--- src/rtl/cgc_pkg.sv ---
package cgc_pkg;

    localparam logic [3:0] KEY_SET = 4'h5;
    localparam logic [3:0] KEY_CLR = 4'h2;

    typedef enum logic [1:0] {
        WR_PLAIN = 2'd0,
        WR_SET   = 2'd1,
        WR_CLR   = 2'd2
    } wr_kind_e;

    typedef struct packed {
        logic en;
        logic ireq;
    } lane_t;

    function automatic wr_kind_e decode_key(input logic [3:0] key);
        if (key == KEY_SET)      return WR_SET;
        else if (key == KEY_CLR) return WR_CLR;
        else                     return WR_PLAIN;
    endfunction

endpackage

--- src/rtl/cgc_regs.sv ---
module cgc_regs
    import cgc_pkg::*;
#(
    parameter int NUM_ENG = 5,
    parameter int DATA_W  = 32,
    parameter int ADDR_W  = 12,
    parameter logic [ADDR_W-1:0] MODE_OFS = '0,
    parameter logic [ADDR_W-1:0] REQ_OFS  = ADDR_W'(4)
) (
    input  logic               clk,
    input  logic               rst_n,
    input  logic               bus_wr,
    input  logic [ADDR_W-1:0]  bus_addr,
    input  logic [DATA_W-1:0]  bus_wdata,
    output logic [DATA_W-1:0]  bus_rdata,
    output logic [NUM_ENG-1:0] mode_q,
    output logic [NUM_ENG-1:0] req_q
);
    localparam int KEY_MSB = DATA_W - 1;

    typedef struct packed {
        logic [NUM_ENG-1:0] mode;
        logic [NUM_ENG-1:0] req;
    } regs_t;

    regs_t r_d, r_q;
    logic [NUM_ENG-1:0] wbits;
    wr_kind_e           kind;

    always_comb begin
        wbits = bus_wdata[NUM_ENG-1:0];
        kind  = decode_key(bus_wdata[KEY_MSB -: 4]);
        r_d   = r_q;
        if (bus_wr && bus_addr == MODE_OFS) begin
            r_d.mode = wbits;
        end
        if (bus_wr && bus_addr == REQ_OFS) begin
            case (kind)
                WR_SET:  r_d.req = r_q.req | wbits;
                WR_CLR:  r_d.req = r_q.req & ~wbits;
                default: r_d.req = wbits;
            endcase
        end
    end

    always_ff @(posedge clk or negedge rst_n) begin
        if (!rst_n) r_q <= '0;
        else        r_q <= r_d;
    end

    always_comb begin
        if (bus_addr == MODE_OFS)     bus_rdata = DATA_W'(r_q.mode);
        else if (bus_addr == REQ_OFS) bus_rdata = DATA_W'(r_q.req);
        else                          bus_rdata = '0;
    end

    assign mode_q = r_q.mode;
    assign req_q  = r_q.req;

endmodule

--- src/rtl/cgc_lane.sv ---
module cgc_lane
    import cgc_pkg::*;
(
    input  logic clk,
    input  logic rst_n,
    input  logic hs_mode,
    input  logic run_req,
    input  logic idle_ack,
    output logic clk_en,
    output logic idle_req
);
    lane_t s_d, s_q;

    always_comb begin
        s_d = s_q;
        if (!hs_mode) begin
            s_d.en   = run_req;
            s_d.ireq = 1'b0;
        end else if (!run_req) begin
            if (s_q.en && !s_q.ireq)              s_d.ireq = 1'b1;
            else if (s_q.en && s_q.ireq && idle_ack) s_d.en = 1'b0;
        end else begin
            if (!s_q.en)       s_d.en   = 1'b1;
            else if (s_q.ireq) s_d.ireq = 1'b0;
        end
    end

    always_ff @(posedge clk or negedge rst_n) begin
        if (!rst_n) s_q <= '0;
        else        s_q <= s_d;
    end

    assign clk_en   = s_q.en;
    assign idle_req = s_q.ireq;

endmodule

--- src/rtl/engine_clkgate_ctrl.sv ---
module engine_clkgate_ctrl #(
    parameter int NUM_ENG = 5,
    parameter int DATA_W  = 32,
    parameter int ADDR_W  = 12
) (
    input  logic               clk,
    input  logic               rst_n,
    input  logic               bus_wr,
    input  logic [ADDR_W-1:0]  bus_addr,
    input  logic [DATA_W-1:0]  bus_wdata,
    output logic [DATA_W-1:0]  bus_rdata,
    input  logic [NUM_ENG-1:0] idle_ack,
    output logic [NUM_ENG-1:0] idle_req,
    output logic [NUM_ENG-1:0] clk_en
);
    localparam logic [ADDR_W-1:0] MODE_OFS = '0;
    localparam logic [ADDR_W-1:0] REQ_OFS  = ADDR_W'(4);

    logic [NUM_ENG-1:0] mode_q;
    logic [NUM_ENG-1:0] req_q;

    cgc_regs #(
        .NUM_ENG (NUM_ENG),
        .DATA_W  (DATA_W),
        .ADDR_W  (ADDR_W),
        .MODE_OFS(MODE_OFS),
        .REQ_OFS (REQ_OFS)
    ) i_regs (
        .clk      (clk),
        .rst_n    (rst_n),
        .bus_wr   (bus_wr),
        .bus_addr (bus_addr),
        .bus_wdata(bus_wdata),
        .bus_rdata(bus_rdata),
        .mode_q   (mode_q),
        .req_q    (req_q)
    );

    for (genvar g = 0; g < NUM_ENG; g++) begin : g_lane
        cgc_lane i_lane (
            .clk     (clk),
            .rst_n   (rst_n),
            .hs_mode (mode_q[g]),
            .run_req (req_q[g]),
            .idle_ack(idle_ack[g]),
            .clk_en  (clk_en[g]),
            .idle_req(idle_req[g])
        );
    end

endmodule

--- config.mk ---
export PLATFORM = sky130hd
export DESIGN_NAME = engine_clkgate_ctrl
export DESIGN_NICKNAME = d
export VERILOG_FILES = /design/src/rtl/cgc_pkg.sv /design/src/rtl/cgc_regs.sv /design/src/rtl/cgc_lane.sv /design/src/rtl/engine_clkgate_ctrl.sv
export SDC_FILE = /design/constraint.sdc
export NUM_CORES = 1
export LEC_CHECK = 0
export BUFFER_PORTS_ARGS = -buffer_cell sky130_fd_sc_hd__buf_2
export CORE_ASPECT_RATIO = 0.9
export CORE_MARGIN = 8
export CORE_UTILIZATION = 40
export CTS_CLUSTER_SIZE = 14
export DETAILED_ROUTE_END_ITERATION = 12
export PLACE_DENSITY = 0.79
export SLEW_MARGIN = 10
export SYNTH_ARGS = -nofsm -noshare
export SYNTH_HDL_FRONTEND = slang
export SYNTH_SLANG_ARGS = --single-unit
export TNS_END_PERCENT = 30
--- constraint.sdc ---
create_clock -name clk -period 1.8 [get_ports clk]
set_clock_uncertainty 0.15 [all_clocks]
set_input_delay 0.36 -clock clk [delete_from_list [all_inputs] [get_ports clk]]
set_output_delay 0.36 -clock clk [all_outputs]
set_load 0.03 [all_outputs]
==> impl_metrics.env <==
export IMPL_status="finished with violations"
export IMPL_violations="setup timing"
export IMPL_worstSkewPairLatency_ns=0.30
export IMPL_ys_ff_latch=20
export IMPL_crit_path_start="bus_addr[9]"
export IMPL_ant_nets=0
export IMPL_pin_count=94
export IMPL_p_switching_uw=253.4
export IMPL_p_sw_frac=0.2928
export IMPL_portBuffers=43
export IMPL_holdPathStages=3
export IMPL_yosys_cell_types_count=22
export IMPL_tritoncts="done"
export IMPL_cp_buffers_inverters=2
export IMPL_period_minus_slack_ns=2.055
export IMPL_place_congestion=0.7463
export IMPL_syn_area_per_cell_um2=10.04
export IMPL_clk_pin_slew_ns=0.11
export IMPL_reg2regPathDepth=2
export IMPL_hp_start="bus_wdata[1]"
export IMPL_path_cells="buf_6 -> or4_4 -> nor2b_4 -> nand2_4 -> nor2_4 -> buf_6"
export IMPL_hp_class="in2reg"
export IMPL_cts_sinks=20
export IMPL_setup_ws_ns=-0.2547
export IMPL_netlist_area_um2=1315
export IMPL_fin_tns_setup_ns=-1.244
export IMPL_area_growth_pct=17.60
export IMPL_finalWirelength_um=2701
export IMPL_place_detailed_hpwl_um=2228
export IMPL_antenna_found_initial=0
export IMPL_grt_max_degree=21
export IMPL_first_pass_iters=4
export IMPL_hold_end="i_regs.req_q[1]$_DFFE_PN0P_"
export IMPL_p_per_area_nw_per_um2=559.6
export IMPL_slowest_stage="or4_4"
export IMPL_first_global_vias=1035
export IMPL_grt_pass1_wl_um=4519
export IMPL_clock_path_buffers=2
export IMPL_p_seq_frac=0.522
export IMPL_pwr_share_comb=0.174
export IMPL_setup_violations=5
export IMPL_p_total_uw=865.4
export IMPL_criticalPathCategory="in2out"
export IMPL_netlist_instances=131
export IMPL_r2r_slack_ns=0.86
export IMPL_num_rows=19
export IMPL_startpoint_type="input pin"
export IMPL_pwr_share_clk=0.304
export IMPL_grt_total_usage=0.1001
export IMPL_cts_root_buf="clkbuf_4"
export IMPL_htreeDepth=1
export IMPL_viasPerCell=4.455
export IMPL_p_leak_nw=0.8652
export IMPL_drive_gt1_frac=0.4260
export IMPL_fin_cells=211
export IMPL_worst_ep_required_time_ns=1.29
export IMPL_endpoint_kind="output port"
export IMPL_cp_common_cell="buf_6"
export IMPL_r2r_end="g_lane[2].i_lane.idle_req$_DFFE_PN0P_"
export IMPL_drt_iter0_drc=19
export IMPL_rr_startpoint="g_lane[2].i_lane.clk_en$_DFFE_PN0P_"
export IMPL_numPlacedInstances=206
export IMPL_rsz0062_at_grt="yes"
export IMPL_start_util=0.4255
export IMPL_crit_family="simple AND/OR/NAND/NOR gates"
export IMPL_fin_nets=222
export IMPL_min_period_over_period=1.141
export IMPL_ir_drop_v=0.0002232
export IMPL_seq_area_frac_synth=0.3806
export IMPL_die_h_um=70.40
export IMPL_cap_viol_max_count=0
export IMPL_arrival_ns=1.54
export IMPL_hold_viol=0
export IMPL_fp_dieW_um=76.44
export IMPL_cpPeakStageDelay_ns=0.55
export IMPL_numCtsBuffers=3
export IMPL_die_area_um2=5381
export IMPL_grt_remaining_overflow=0
export IMPL_cp_depth=6
export IMPL_internal_power_uw=612.0
export IMPL_wire_per_inst_um=12.80
export IMPL_cp_max_fo=5
export IMPL_timing_fmax_mhz=486.7
export IMPL_maxSlewViolCount=0
export IMPL_vias=940
export IMPL_fp_coreArea_um2=3090
export IMPL_antenna_cells=0
export IMPL_yosysWarnings=0
export IMPL_drc=0
cell usage in the layout (no fill, tap or decap), types with 3 or more instances in the layout:
| master | count |
|---|---|
| buf_2 | 37 |
| conb_1 | 27 |
| dfrtp_1 | 20 |
| mux2i_1 | 10 |
| inv_1 | 10 |
| o21ai_0 | 8 |
| and2_1 | 6 |
| buf_6 | 6 |
| nor2_4 | 5 |
| nand2_1 | 5 |
| a31o_2 | 5 |
| a21oi_1 | 5 |
| mux2_2 | 5 |
| clkbuf_4 | 3 |
| buf_4 | 3 |
metrics by stage:
step	util	hold WS (ns)	setup slack [ns]	instance area, um^2
global placement	0.4733	0.1779	-0.3209	1463
finish	0.5004	0.1475	-0.2547	1546
global route	0.5004	0.1574	-0.3064	1546
floorplan	-	-0.08559	-0.1277	1458
detailed placement	0.4733	0.1843	-0.3280	1463
CTS	0.5004	0.1471	-0.2677	1546
cells by family after synthesis:
| kind of cell | Yosys count | share of synthesized area |
|---|---|---|
| muxes | 15 | 0.1189 |
| other | 1 | 0.002852 |
| and+or+nand+nor | 26 | 0.1617 |
| DFF | 20 | 0.3806 |
| buffers and inverters | 49 | 0.2455 |
| AOI/OAI and AO/OA | 20 | 0.09039 |
sequential cells by signal, summed over array words and instances, names as in the netlist:
name                    cells
i_regs.mode_q               5
i_regs.req_q                5
g_lane.i_lane.idle_req      5
g_lane.i_lane.clk_en        5
routing by layer:
layer	GRT usage	routed length (um)	vias up
li1	-	-	451
met1	0.1079	1142	433
met2	0.1625	1212	51
met3	0.05243	310	5
met4	0.03838	36	0
met5	0	0	-
cell usage after synthesis:
| master | instances | area (um^2) |
|---|---|---|
| a21oi_1 | 5 | 25.02 |
| a31o_2 | 5 | 43.79 |
| and2_1 | 6 | 37.54 |
| buf_4 | 37 | 277.8 |
| clkbuf_1 | 2 | 7.510 |
| conb_1 | 1 | 3.750 |
| dfrtp_1 | 20 | 500.5 |
| inv_1 | 10 | 37.54 |
| mux2_2 | 5 | 56.30 |
| mux2i_1 | 10 | 100.1 |
| nand2_1 | 6 | 22.52 |
| nand2b_4 | 1 | 13.76 |
| nand4b_4 | 2 | 47.55 |
| nor2_1 | 5 | 18.77 |
| nor2b_4 | 1 | 13.76 |
| nor3_1 | 1 | 5.000 |
| nor4_4 | 1 | 21.27 |
| o21ai_0 | 8 | 40.04 |
| o21ai_1 | 2 | 10.01 |
| or4_4 | 1 | 11.26 |
| or4b_1 | 1 | 10.01 |
| or4bb_1 | 1 | 11.26 |
worst max-delay path by stage:
stage,slack (ns),end
after floorplan,-0.13,bus_rdata[0]
after global placement,-0.32,bus_rdata[1]
after detailed placement,-0.33,bus_rdata[1]
after CTS,-0.27,bus_rdata[1]
after global routing,-0.31,bus_rdata[2]
final,-0.25,bus_rdata[1]
power by group through the flow:
stage	Sequential [mW]	Clock (mW)	Combinational, mW
4_1_cts	0.452	0.267	0.149
3_5_place_dp	0.461	0	0.146
3_3_place_gp	0.461	0	0.144
2_1_floorplan	0.460	0	0.143
5_1_grt	0.452	0.283	0.164
6_report	0.452	0.263	0.150
worst min-delay path, cell delays in order:
cell,delay [ns]
buf_2,0.11
inv_1,0.05
o21ai_1,0.06
area by class of cell:
class / instances / area, um^2
fillers: 293 / 1544
multi-input cells: 88 / 634.4
clock buffers: 4 / 36.28
inverters: 10 / 37.54
repair buffers: 47 / 285.3
flip-flops and latches: 20 / 500.5
well taps: 42 / 52.55
repair_timing:
| item | 4_1_cts | 5_1_grt |
|---|---|---|
| setup endpoints to repair | 5 | 5 |
| endpoints found under the hold margin | 20 | 0 |
| hold buffers | 1 | 0 |
| setup buffers | 0 | 0 |
| gates resized for setup | 11 | 0 |
No activity file was read; power rests on OpenSTA's default activity.
